File: src/rtl/irq_bridge_pkg.sv
package irq_bridge_pkg;

    localparam int SRC_W      = 152;
    localparam int BRIDGE_N   = 110;
    localparam int REG_W      = 32;
    localparam int REG_N      = (BRIDGE_N + REG_W - 1) / REG_W;
    localparam int ADDR_W     = 8;
    localparam int REG_IDX_W  = (REG_N > 1) ? $clog2(REG_N) : 1;
    localparam int SEG_N      = 3;

    // first bridge ID and first source number of each packed run
    localparam int SEG_BR_LO  [SEG_N] = '{0, 32, 89};
    localparam int SEG_SRC_LO [SEG_N] = '{1, 65, 131};

    typedef logic [REG_W-1:0]     word_t;
    typedef logic [ADDR_W-1:0]    addr_t;
    typedef logic [REG_IDX_W-1:0] reg_idx_t;

    typedef struct packed {
        addr_t addr;
        logic  we;
        word_t wdata;
    } reg_req_t;

    typedef struct packed {
        logic     hit;
        reg_idx_t idx;
    } reg_sel_t;

    // source number that feeds a given bridge ID
    function automatic int bridge_src(input int id);
        int s;
        s = SEG_SRC_LO[0] + id - SEG_BR_LO[0];
        for (int g = 1; g < SEG_N; g++) begin
            if (id >= SEG_BR_LO[g]) s = SEG_SRC_LO[g] + id - SEG_BR_LO[g];
        end
        return s;
    endfunction

    // one bit per source number that is actually bridged
    function automatic logic [SRC_W-1:0] used_src_mask();
        logic [SRC_W-1:0] m;
        m = '0;
        for (int n = 0; n < BRIDGE_N; n++) m[bridge_src(n)] = 1'b1;
        return m;
    endfunction

    // number of implemented enable bits in register k
    function automatic int live_bits(input int k);
        int r;
        r = BRIDGE_N - k * REG_W;
        if (r > REG_W) r = REG_W;
        return r;
    endfunction

endpackage

File: src/rtl/irqb_addr_decode.sv
module irqb_addr_decode
    import irq_bridge_pkg::*;
(
    input  addr_t    addr,
    output reg_sel_t sel
);
    localparam int HI_W = ADDR_W - 2;
    localparam logic [HI_W-1:0] REG_N_HI = HI_W'(REG_N);

    always_comb begin
        sel.hit = (addr[1:0] == 2'b00) && (addr[ADDR_W-1:2] < REG_N_HI);
        sel.idx = addr[2 +: REG_IDX_W];
    end
endmodule

File: src/rtl/irqb_enable_bank.sv
module irqb_enable_bank
    import irq_bridge_pkg::*;
(
    input  logic                clk,
    input  logic                rst,
    input  reg_sel_t            sel,
    input  logic                we,
    input  word_t               wdata,
    output word_t               rdata,
    output logic [BRIDGE_N-1:0] enables
);
    word_t view [REG_N];

    for (genvar k = 0; k < REG_N; k++) begin : g_reg
        localparam int LIVE = live_bits(k);
        logic [LIVE-1:0] q;

        always_ff @(posedge clk) begin
            if (rst) begin
                q <= '0;
            end else if (we && sel.hit && (sel.idx == REG_IDX_W'(k))) begin
                q <= wdata[LIVE-1:0];
            end
        end

        assign enables[k*REG_W +: LIVE] = q;

        if (LIVE < REG_W) begin : g_pad
            assign view[k] = {{(REG_W-LIVE){1'b0}}, q};
        end else begin : g_full
            assign view[k] = q;
        end
    end

    always_comb begin
        rdata = '0;
        if (sel.hit) rdata = view[sel.idx];
    end
endmodule

File: src/rtl/irqb_src_gather.sv
module irqb_src_gather
    import irq_bridge_pkg::*;
(
    input  logic [SRC_W-1:0]    src,
    output logic [BRIDGE_N-1:0] packed_src
);
    localparam logic [SRC_W-1:0] USED = used_src_mask();

    for (genvar n = 0; n < BRIDGE_N; n++) begin : g_pick
        assign packed_src[n] = src[bridge_src(n)];
    end

    logic unused_src;
    assign unused_src = ^(src & ~USED);
endmodule

File: src/rtl/irqb_gate.sv
module irqb_gate
    import irq_bridge_pkg::*;
(
    input  logic [BRIDGE_N-1:0] level,
    input  logic [BRIDGE_N-1:0] enables,
    output logic [BRIDGE_N-1:0] fwd
);
    for (genvar n = 0; n < BRIDGE_N; n++) begin : g_and
        assign fwd[n] = level[n] & enables[n];
    end
endmodule

File: src/rtl/irq_bridge.sv
module irq_bridge
    import irq_bridge_pkg::*;
(
    input  logic                clk,
    input  logic                rst,
    input  logic [7:0]          reg_addr,
    input  logic                reg_we,
    input  logic [31:0]         reg_wdata,
    output logic [31:0]         reg_rdata,
    input  logic [151:0]        src_irq,
    output logic [109:0]        fwd_irq
);
    reg_req_t            req;
    reg_sel_t            sel;
    logic [BRIDGE_N-1:0] en;
    logic [BRIDGE_N-1:0] lvl;

    assign req = '{addr: reg_addr, we: reg_we, wdata: reg_wdata};

    irqb_addr_decode u_dec (
        .addr (req.addr),
        .sel  (sel)
    );

    irqb_enable_bank u_bank (
        .clk     (clk),
        .rst     (rst),
        .sel     (sel),
        .we      (req.we),
        .wdata   (req.wdata),
        .rdata   (reg_rdata),
        .enables (en)
    );

    irqb_src_gather u_gather (
        .src        (src_irq),
        .packed_src (lvl)
    );

    irqb_gate u_gate (
        .level   (lvl),
        .enables (en),
        .fwd     (fwd_irq)
    );
endmodule

File: config.mk
export PLATFORM = sky130hd
export DESIGN_NAME = irq_bridge
export DESIGN_NICKNAME = d
export VERILOG_FILES = /design/src/rtl/irq_bridge_pkg.sv /design/src/rtl/irqb_addr_decode.sv /design/src/rtl/irqb_enable_bank.sv /design/src/rtl/irqb_src_gather.sv /design/src/rtl/irqb_gate.sv /design/src/rtl/irq_bridge.sv
export SDC_FILE = /design/constraint.sdc
export NUM_CORES = 1
export LEC_CHECK = 0
export BUFFER_PORTS_ARGS = -buffer_cell sky130_fd_sc_hd__buf_2
export CAP_MARGIN = 40
export CORE_AREA = 2 2 130 132
export CTS_CLUSTER_SIZE = 10
export DETAILED_ROUTE_END_ITERATION = 6
export DIE_AREA = 0 0 132 134
export PLACE_DENSITY = 0.76
export SYNTH_ARGS = -nofsm -noshare
export SYNTH_HDL_FRONTEND = slang
export SYNTH_SLANG_ARGS = --single-unit
File: constraint.sdc
create_clock -name clk -period 1.9 [get_ports clk]
set_input_delay 0.19 -clock clk [delete_from_list [all_inputs] [get_ports clk]]
set_output_delay 0.19 -clock clk [all_outputs]
set_load 0.02 [all_outputs]
==> metrics.csv, run 1 <==
stage,metric,value,unit
synth,simple-gate portion of the synthesized area,30.4,%
cells_and_area,Final nets,1083,
power,Lkg Pwr,4.27,nW
clock_network,clk_lat worst skew,0.35,ns
sta,"Slew Viols, Final",0,
floorplanning,core area,16300,um2
cells_and_area,P&R area growth vs syn,34.1,%
setup_path,Critical Path Source Type,primary input,
clock_network,clock root cell,clkbuf_16,
sta,Max Clock Skew,0,ns
clock_network,Post-CTS Setup Inserts,0,
floorplanning,Initial Utilization,36.9,%
power,PwrDens,565,nW/um2
cells_and_area,fin util,49.4,%
run,Max-Cap Viols,0,
global_routing,Total GRT Usage,18.8,%
synth,leading area contributor after synthesis,dfxtp_1,
placement,placed inst area,7760,um2
power,Peak VDD IR,0.000374,V
synth,Async SR Flop Fraction,0,%
sta,Final min period,1.71,ns
synth,Synth Area in XOR/XNOR,0,%
sta,unrepaired setup endpoints after global routing,false,
global_routing,largest net degree at the start of global routing,143,
drt,routed via count,5225,
global_routing,vias in the first global route,5050,
synth,Synth Area in Adders,0,%
clock_network,clock buffer depth,2,
placement,HPWL Detailed,12.4,mm
synth,synth cell count leaders,"nand2b_1, mux2i_1, and2_1, dfxtp_1, clkbuf_1",
synth,unique cell type count in the Yosys netlist,18,
clock_network,Clock Pin Slew Worst Setup and Hold Paths,0.07,ns
drt,post-route ant nets,0,
synth,post-synth top area share,36.7,%
cells_and_area,Biggest register,u_bank.g.q,
clock_network,clk sinks,110,
clock_network,# H-tree levels,3,
cells_and_area,top flop regs,u_bank.g.q (110),
sta,Hold WS,0.148,ns
cells_and_area,area of the multi-input gates,3600,um2
placement,Inst Count DP,1097,
sta,Worst-Margin Slew,0.450,ns
cells_and_area,Largest register FFs,110,
worst_hold_path,Worst Hold Launch,reg_wdata[23],
floorplanning,Ports,337,
cells_and_area,fraction of layout cells with a size suffix above 1,39.1,%
drt,First-pass DRT Iterations,5,
drt,WL/cell,15.1,um
synth,most frequent cell after synthesis,nand2b_1,
cells_and_area,Ant. Diodes,0,
sta,setup tns final,0,ns
synth,ys flop type,dfxtp_1,
synth,top cells by area in the synthesized netlist,"dfxtp_1, mux2i_1, nand2b_1, and2_1, mux4_2",
drt,# DRC,0,
setup_path,crit path kind,primary input to output port,
synth,Syn Inst Count,604,
global_routing,first-pass GRT wire length,26.5,mm
clock_network,CTS Buf Count,9,
drt,Total Wirelength,16.8,mm
sta,final worst path period share,90.1,%
drt,Vias/cell,4.69,
sta,max_slew headroom,69.8,%
sta,Final Hold Viols,0,
setup_path,critical path capture point type,output port,
placement,Placer Congestion,0.753,
floorplanning,Rows,47,
placement,port bufs,294,
cells_and_area,design area,8050,um2
drt,DR iter-0 viols,174,
synth,total nets after synthesis,799,
outcome,status,finished clean,
synth,post-synthesis mux area share,26.6,%
sta,Final Setup Violations,0,
synth,Synth Area in Compound Gates,2.62,%
clock_network,TritonCTS clock tree,done,
global_routing,initial antenna violation count,0,
setup_path,required time worst endpoint,1.71,ns
sta,Fmax,0.584,GHz
synth,largest family of logic cells by synthesized area,simple AND/OR/NAND/NOR gates,
setup_path,Reg-to-Reg Start,u_bank.g_reg[2].q[13],
synth,area of the mapped netlist,6010,um2
setup_path,critical path launch point,reg_addr[2],
synth,Synth Register Bits,110,
clock_network,CTS-repair resized insts,0,
floorplanning,die area,17700,um2
synth,Syn Area/Cell,9.94,um2
clock_network,# hold bufs at CTS,0,
cells_and_area,fillers,1543,
setup_path,"Arr. time, crit path",1.52,ns
floorplanning,die width,132,um
setup_path,"Max FO, Critical Path",14,
synth,sequential area share after synthesis,36.7,%
worst_hold_path,worst hold path class,primary input to register,
floorplanning,Die Ht,134,um
cells_and_area,register area,2200,um2
synth,"EDFF count, synth",0,
synth,YS warnings,0,
global_routing,GRT overflow,0,
cells_and_area,"non-filler cells, final",1113,
final timing paths:
kind / to / slack (ns) / cells after the start
setup / recovery: reg_rdata[9] / 0.19 / 5
hold / removal: u_bank.g_reg[1].q[23] / 0.15 / 3
setup reg to reg: u_bank.g_reg[2].q[13] / 1.23 / 2
hold reg to reg: u_bank.g_reg[0].q[18] / 0.49 / 2
metrics by stage:
step           power (mW)  worst slack (ns)
2_1_floorplan        2.55             0.249
3_3_place_gp         2.76             0.193
3_5_place_dp         2.77             0.172
4_1_cts              4.61             0.170
5_1_grt              4.74             0.117
6_report             4.55             0.188
cells in the final DEF (no fill, tap or decap):
master / count
dfxtp_1: 110
a2bb2oi_1: 18
nand2_1: 1
nor2_2: 1
nor2_1: 19
nand3_2: 1
buf_12: 6
and2_1: 110
clkbuf_16: 9
mux4_2: 14
clkinvlp_4: 1
and3b_1: 1
nor2b_2: 1
nor4_4: 1
clkinv_4: 2
and3_1: 15
buf_2: 294
and3_2: 1
mux2i_1: 128
buf_4: 12
nand2b_1: 142
inv_6: 3
nand4_4: 2
inv_8: 1
area by class of cell:
| type | count | share of cell area (%) |
|---|---|---|
| flip-flops and latches | 110 | 27.4 |
| clock buffers | 9 | 2.80 |
| well taps | 220 | 3.42 |
| multi-input cells | 455 | 44.8 |
| repair buffers | 312 | 20.9 |
| clock inverters | 7 | 0.777 |
power breakdown:
| group | total [mW] | internal (mW) | switching (mW) |
|---|---|---|---|
| sequential | 2.31 | 2.31 | 0.00231 |
| clock | 1.84 | 0.919 | 0.924 |
| combinational | 0.400 | 0.222 | 0.177 |
per-layer routing:
layer,vias to the layer above,routed length (um),global-route usage [%]
met2,196,8470,33.7
met4,0,235,6.28
met5,-,0,0
li1,2595,-,-
met1,2419,7020,22.0
met3,15,1060,4.46
critical path, cell delays in order:
cell	delay, ns
buf_2	0.24
buf_12	0.21
mux4_2	0.50
and3_1	0.21
buf_2	0.16
logic make-up (layout without fill, tap and decap cells):
kind of cell	count (synthesis)	after routing
and+or+nand+nor	295	295
DFF	110	110
AOI/OAI and AO/OA	18	18
muxes	142	142
buffers and inverters	39	328
Power figures use the tool's default switching activity.
==> inputs of run 2 (changes only) <==
--- a/config.mk
+++ b/config.mk
@@ -7,11 +7,11 @@
 export LEC_CHECK = 0
 export BUFFER_PORTS_ARGS = -buffer_cell sky130_fd_sc_hd__buf_2
 export CAP_MARGIN = 40
-export CORE_AREA = 2 2 130 132
+export CORE_AREA = 2 2 131 133
 export CTS_CLUSTER_SIZE = 10
 export DETAILED_ROUTE_END_ITERATION = 6
-export DIE_AREA = 0 0 132 134
-export PLACE_DENSITY = 0.76
+export DIE_AREA = 0 0 133 135
+export PLACE_DENSITY = 0.75
 export SYNTH_ARGS = -nofsm -noshare
 export SYNTH_HDL_FRONTEND = slang
 export SYNTH_SLANG_ARGS = --single-unit
==> metrics.csv, run 2 (synthesis gave the netlist of run 1 again) <==
stage,metric,value,unit,change
sta,Final Setup Violations,0,,unchanged
global_routing,M3 GR Usage,3.19,%,was 4.46%
setup_path,internal reg-to-reg setup slack,1.19,ns,was 1.23 ns
cells_and_area,top flop regs,u_bank.g.q (110),,unchanged
clock_network,# H-tree levels,3,,unchanged
cells_and_area,Biggest register,u_bank.g.q,,unchanged
drt,First-pass DRT Iterations,4,,was 5
power,PwrDens,564,nW/um2,was 565 nW/um2
sta,Max Clock Skew,0,ns,unchanged
floorplanning,Initial Utilization,36.6,%,was 36.9%
clock_network,Post-CTS Setup Inserts,0,,unchanged
worst_hold_path,worst hold path class,primary input to register,,unchanged
floorplanning,Ports,337,,unchanged
global_routing,GR met2 Demand/Resource,34.4,%,was 33.7%
setup_path,cells on worst reg2reg path,2,,unchanged
global_routing,vias in the first global route,5098,,was 5050
cells_and_area,fin util,49.2,%,was 49.4%
setup_path,"Max FO, Critical Path",3,,was 14
setup_path,Critical Path Source Type,register,,was primary input
clock_network,# hold bufs at CTS,0,,unchanged
global_routing,initial antenna violation count,1,,was 0
sta,Final Hold Viols,0,,unchanged
clock_network,CTS-repair resized insts,0,,unchanged
placement,placed inst area,7790,um2,was 7760 um2
global_routing,met1 GRT Util,22.0,%,about the same
global_routing,largest net degree at the start of global routing,143,,unchanged
setup_path,crit path kind,register to output port,,was primary input to output port
setup_path,required time worst endpoint,1.71,ns,about the same
sta,Fmax,0.577,GHz,was 0.584 GHz
drt,Total Wirelength,17.2,mm,was 16.8 mm
run,Max-Cap Viols,0,,unchanged
setup_path,"Arr. time, crit path",1.54,ns,was 1.52 ns
setup_path,Crit path largest cell delay,0.49,ns,was 0.50 ns
drt,DR iter-0 viols,163,,was 174
clock_network,TritonCTS clock tree,done,,unchanged
cells_and_area,fraction of layout cells with a size suffix above 1,39.0,%,was 39.1%
cells_and_area,Final nets,1083,,unchanged
setup_path,cell at the slowest stage of the critical path,mux4_2,,unchanged
sta,Final min period,1.73,ns,was 1.71 ns
sta,unrepaired setup endpoints after global routing,false,,unchanged
global_routing,GRT busiest layer,met2,,unchanged
cells_and_area,Largest register FFs,110,,unchanged
floorplanning,core area,16400,um2,was 16300 um2
sta,max_slew headroom,68.5,%,was 69.8%
cells_and_area,design area,8070,um2,was 8050 um2
setup_path,reg-to-reg endpoint,u_bank.g_reg[2].q[9],,was u_bank.g_reg[2].q[13]
sta,"Slew Viols, Final",0,,unchanged
cells_and_area,most frequent cells in the layout,"buf_2, nand2b_1, mux2i_1",,unchanged
clock_network,clock buffer depth,2,,unchanged
placement,Placer Congestion,0.741,,was 0.753
clock_network,Clock Pin Slew Worst Setup and Hold Paths,0.08,ns,was 0.07 ns
setup_path,crit path to,reg_rdata[13],,was reg_rdata[9]
floorplanning,die area,18000,um2,was 17700 um2
setup_path,Reg-to-Reg Start,u_bank.g_reg[2].q[9],,was u_bank.g_reg[2].q[13]
global_routing,Total GRT Usage,18.6,%,was 18.8%
drt,WL/cell,15.4,um,was 15.1 um
setup_path,critical path launch point,u_bank.g_reg[3].q[13],,was reg_addr[2]
drt,post-route ant nets,0,,unchanged
drt,# DRC,0,,unchanged
sta,final worst path period share,91.3,%,was 90.1%
drt,routed via count,5210,,was 5225
setup_path,critical path capture point type,output port,,unchanged
sta,setup tns final,0,ns,unchanged
clock_network,clock root cell,clkbuf_16,,unchanged
global_routing,first-pass GRT wire length,26.4,mm,was 26.5 mm
cells_and_area,most common library cell in the layout ignoring fill and taps,buf_2,,unchanged
clock_network,clk_lat worst skew,0.35,ns,about the same
floorplanning,die width,133,um,was 132 um
outcome,status,finished clean,,unchanged
placement,port bufs,294,,unchanged
cells_and_area,P&R area growth vs syn,34.4,%,was 34.1%
clock_network,CTS Buf Count,9,,unchanged
clock_network,clk sinks,110,,unchanged
sta,Worst-Margin Slew,0.472,ns,was 0.450 ns
drt,Vias/cell,4.68,,was 4.69
power,Lkg Pwr,4.29,nW,was 4.27 nW
worst_hold_path,Worst Hold Launch,reg_wdata[31],,was reg_wdata[23]
sta,Hold WS,0.148,ns,about the same
floorplanning,Die Ht,135,um,was 134 um
global_routing,GRT overflow,0,,unchanged
setup_path,CP cell instances,mux4_2 > and3_1 > buf_2,,was buf_2 > buf_12 > mux4_2 > and3_1 > buf_2
placement,HPWL Detailed,12.5,mm,was 12.4 mm
power,Peak VDD IR,0.000383,V,was 0.000374 V
floorplanning,Rows,47,,unchanged
==> run 2: changes by cell type in the layout (fill, tap and decap cells not counted), sizes merged <==
cell,previous run,this run
clkinv,2,1
diode,0,1
clkbuf,9,10
==> run 2: worst min-delay path by stage <==
stage                                 end  slack (ns)  cells after the start
detailed placement   u_bank.g_reg[0].q[6]        0.48                      2
CTS                 u_bank.g_reg[1].q[22]        0.13                      3
global route        u_bank.g_reg[1].q[30]        0.15                      3
floorplan           u_bank.g_reg[0].q[14]        0.39                      2
global placement     u_bank.g_reg[0].q[3]        0.47                      2
finish              u_bank.g_reg[1].q[31]        0.15                      3
==> run 2: area by class of cell <==
| cell class | instances | area, um2 |
|---|---|---|
| Fill cell | 1549 | 8330 |
| Multi-Input combinational cell | 455 | 3600 |
| Sequential cell | 110 | 2200 |
| Timing Repair Buffer | 312 | 1710 |
| Tap cell | 220 | 275 |
| Clock buffer | 10 | 229 |
| Clock inverter | 6 | 53.8 |
| Antenna cell | 1 | 2.50 |
==> run 2: report_power, final <==
group	total (mW)	internal (mW)	switching [mW]
sequential	2.31	2.31	0.00240
combinational	0.402	0.225	0.177
clock	1.84	0.918	0.922
total	4.55	3.45	1.10
==> run 2: layer usage <==
| layer | wire, um | part of all wire [%] |
|---|---|---|
| met1 | 7380 | 43 |
| met2 | 8680 | 50 |
| met3 | 909 | 5.3 |
| met4 | 221 | 1.3 |
| met5 | 0 | 0 |
==> run 2: per-stage QoR <==
| step | setup slack (ns) | instances | power, mW |
|---|---|---|---|
| after floorplan | 0.249 | 604 | 2.55 |
| after global placement | 0.271 | 1097 | 2.76 |
| after detailed placement | 0.244 | 1097 | 2.77 |
| after CTS | 0.153 | 1113 | 4.62 |
| after global routing | 0.127 | 1113 | 4.74 |
| final | 0.166 | 1114 | 4.55 |
==> run 2: worst max-delay path, delay by kind of cell (launching register included) <==
family / cells / cell delay, ns
buf+inv: 1 / 0.16
mux: 1 / 0.49
simple gates: 1 / 0.19
flops: 1 / 0.36
==> inputs of run 3 (changes only) <==
==> constraint.sdc (replaced) <==
create_clock -name clk -period 2.1 [get_ports clk]
set_input_delay 0.21 -clock clk [delete_from_list [all_inputs] [get_ports clk]]
set_output_delay 0.21 -clock clk [all_outputs]
set_load 0.02 [all_outputs]
==> metrics.csv, run 3 (synthesis gave the netlist of run 1 again) <==
stage,metric,value,unit,change
drt,DR iter-0 viols,203,,was 163
sta,"Slew Viols, Final",0,,unchanged
global_routing,vias in the first global route,5064,,was 5098
clock_network,TritonCTS clock tree,done,,unchanged
power,Lkg Pwr,4.29,nW,about the same
clock_network,# H-tree levels,3,,unchanged
clock_network,CTS-repair resized insts,0,,unchanged
sta,Final min period,1.80,ns,
clock_network,CTS Buf Count,9,,unchanged
cells_and_area,fin util,49.2,%,about the same
cells_and_area,register area,2200,um2,unchanged
drt,# DRC,0,,unchanged
cells_and_area,Largest register FFs,110,,unchanged
cells_and_area,design area,8080,um2,was 8070 um2
floorplanning,Die Ht,135,um,unchanged
drt,WL/cell,15.5,um,was 15.4 um
placement,HPWL Detailed,12.4,mm,was 12.5 mm
clock_network,clk_lat worst skew,0.35,ns,about the same
floorplanning,Ports,337,,unchanged
setup_path,"Arr. time, crit path",1.59,ns,was 1.54 ns
clock_network,clock buffer depth,2,,unchanged
power,Peak VDD IR,0.000424,V,was 0.000383 V
clock_network,clk sinks,110,,unchanged
cells_and_area,most frequent cells in the layout,"buf_2, nand2b_1, mux2i_1",,unchanged
global_routing,initial antenna violation count,0,,was 1
global_routing,largest net degree at the start of global routing,143,,unchanged
setup_path,Reg-to-Reg Start,u_bank.g_reg[0].q[13],,was u_bank.g_reg[2].q[9]
placement,Placer Congestion,0.743,,was 0.741
worst_hold_path,Hold Crit Depth,3,,unchanged
setup_path,Critical Path Source Type,primary input,,was register
cells_and_area,fraction of layout cells with a size suffix above 1,38.9,%,was 39.0%
outcome,status,finished clean,,unchanged
sta,Final Hold Viols,0,,unchanged
sta,unrepaired setup endpoints after global routing,false,,unchanged
drt,First-pass DRT Iterations,6,,was 4
cells_and_area,P&R area growth vs syn,34.5,%,was 34.4%
floorplanning,Initial Utilization,36.6,%,unchanged
global_routing,GRT overflow,0,,unchanged
power,Comb pwr share,8.3,%,was 8.8%
power,Psw,1.01,mW,was 1.10 mW
sta,Hold WS,0.167,ns,was 0.148 ns
power,sequential power share,47.9,%,was 50.7%
clock_network,# hold bufs at CTS,0,,unchanged
cells_and_area,Final nets,1080,,was 1083
worst_hold_path,Hold EP,u_bank.g_reg[0].q[17],,was u_bank.g_reg[1].q[31]
power,PwrDens,540,nW/um2,was 564 nW/um2
setup_path,critical path launch point,reg_addr[7],,was u_bank.g_reg[3].q[13]
setup_path,"Max FO, Critical Path",15,,was 3
sta,Max Clock Skew,0,ns,unchanged
cells_and_area,Ant. Diodes,0,,was 1
drt,Total Wirelength,17.2,mm,about the same
placement,port bufs,294,,unchanged
floorplanning,die area,18000,um2,unchanged
sta,final worst path period share,85.5,%,
worst_hold_path,worst hold path class,primary input to register,,unchanged
sta,max_slew headroom,61.0,%,was 68.5%
global_routing,first-pass GRT wire length,26.5,mm,was 26.4 mm
power,Internal,3.35,mW,was 3.45 mW
cells_and_area,area of the multi-input gates,3600,um2,unchanged
setup_path,crit path kind,primary input to output port,,was register to output port
floorplanning,Rows,47,,unchanged
setup_path,critical path capture point type,output port,,unchanged
global_routing,Total GRT Usage,18.7,%,was 18.6%
cells_and_area,top flop regs,u_bank.g.q (110),,unchanged
sta,Worst-Margin Slew,0.581,ns,was 0.472 ns
setup_path,cells on worst reg2reg path,2,,unchanged
clock_network,Post-CTS Setup Inserts,0,,unchanged
sta,setup tns final,0,ns,unchanged
clock_network,Clock Pin Slew Worst Setup and Hold Paths,0.08,ns,about the same
cells_and_area,fillers,1560,,was 1549
sta,Final Setup Violations,0,,unchanged
cells_and_area,most common library cell in the layout ignoring fill and taps,buf_2,,unchanged
drt,Vias/cell,4.72,,was 4.68
worst_hold_path,Worst Hold Launch,reg_wdata[17],,was reg_wdata[31]
setup_path,required time worst endpoint,1.89,ns,was 1.71 ns
setup_path,internal reg-to-reg setup slack,1.44,ns,was 1.19 ns
floorplanning,die width,133,um,unchanged
drt,routed via count,5243,,was 5210
power,Sw Ratio,23.1,%,was 24.2%
sta,Fmax,0.557,GHz,
placement,placed inst area,7740,um2,was 7790 um2
floorplanning,core area,16400,um2,unchanged
drt,post-route ant nets,0,,unchanged
power,Clk pwr share,43.8,%,was 40.4%
clock_network,clock root cell,clkbuf_16,,unchanged
setup_path,reg-to-reg endpoint,u_bank.g_reg[0].q[13],,was u_bank.g_reg[2].q[9]
run,Max-Cap Viols,0,,unchanged
cells_and_area,Biggest register,u_bank.g.q,,unchanged
run 3: cell types whose count changed in the layout (fill, tap and decap cells not counted):
cell / change
buf_4: -1
bufinv_16: +2
diode_2: -1
clkinv_2: +1
clkbuf_1: -1
inv_6: -3
clkinv_8: +1
buf_12: -2
run 3: per-layer routing:
metal	track usage [%]	share of wire, %
met2	34.6	50
met4	5.02	0.99
met3	3.23	5.5
met5	0	0
met1	22.4	43
run 3: worst max path at each step:
stage,endpoint,slack [ns],cells after the start
floorplan,reg_rdata[10],0.41,4
global placement,u_bank.g_reg[3].q[5],0.29,6
detailed placement,u_bank.g_reg[2].q[8],0.25,5
CTS,reg_rdata[14],0.32,6
global route,reg_rdata[14],0.22,6
finish,reg_rdata[10],0.30,5
run 3: per-stage QoR:
step / setup slack [ns] / instances / total power [mW]
2_1_floorplan: 0.409 / 604 / 2.30
3_3_place_gp: 0.294 / 1094 / 2.50
3_5_place_dp: 0.252 / 1094 / 2.50
4_1_cts: 0.317 / 1110 / 4.41
5_1_grt: 0.219 / 1110 / 4.52
6_report: 0.304 / 1110 / 4.36
run 3: area by class of cell:
type                       instances  area share [%]
clock buffer                       9            2.79
clock inverter                     7            1.35
sequential                       110            27.3
multi-input combinational        455            44.6
timing repair buffer             309            20.5
tap                              220            3.41
run 3: critical path, cell delays in order:
cell	delay, ns
buf_2	0.11
nor4_4	0.56
buf_4	0.33
and3_1	0.19
buf_2	0.17
run 3: power groups by stage:
stage	registers (mW)	clock network [mW]	logic, mW
3_3_place_gp	2.14	0	0.360
6_report	2.09	1.91	0.362
4_1_cts	2.09	1.96	0.366
2_1_floorplan	2.14	0	0.167
5_1_grt	2.09	2.04	0.394
3_5_place_dp	2.14	0	0.365
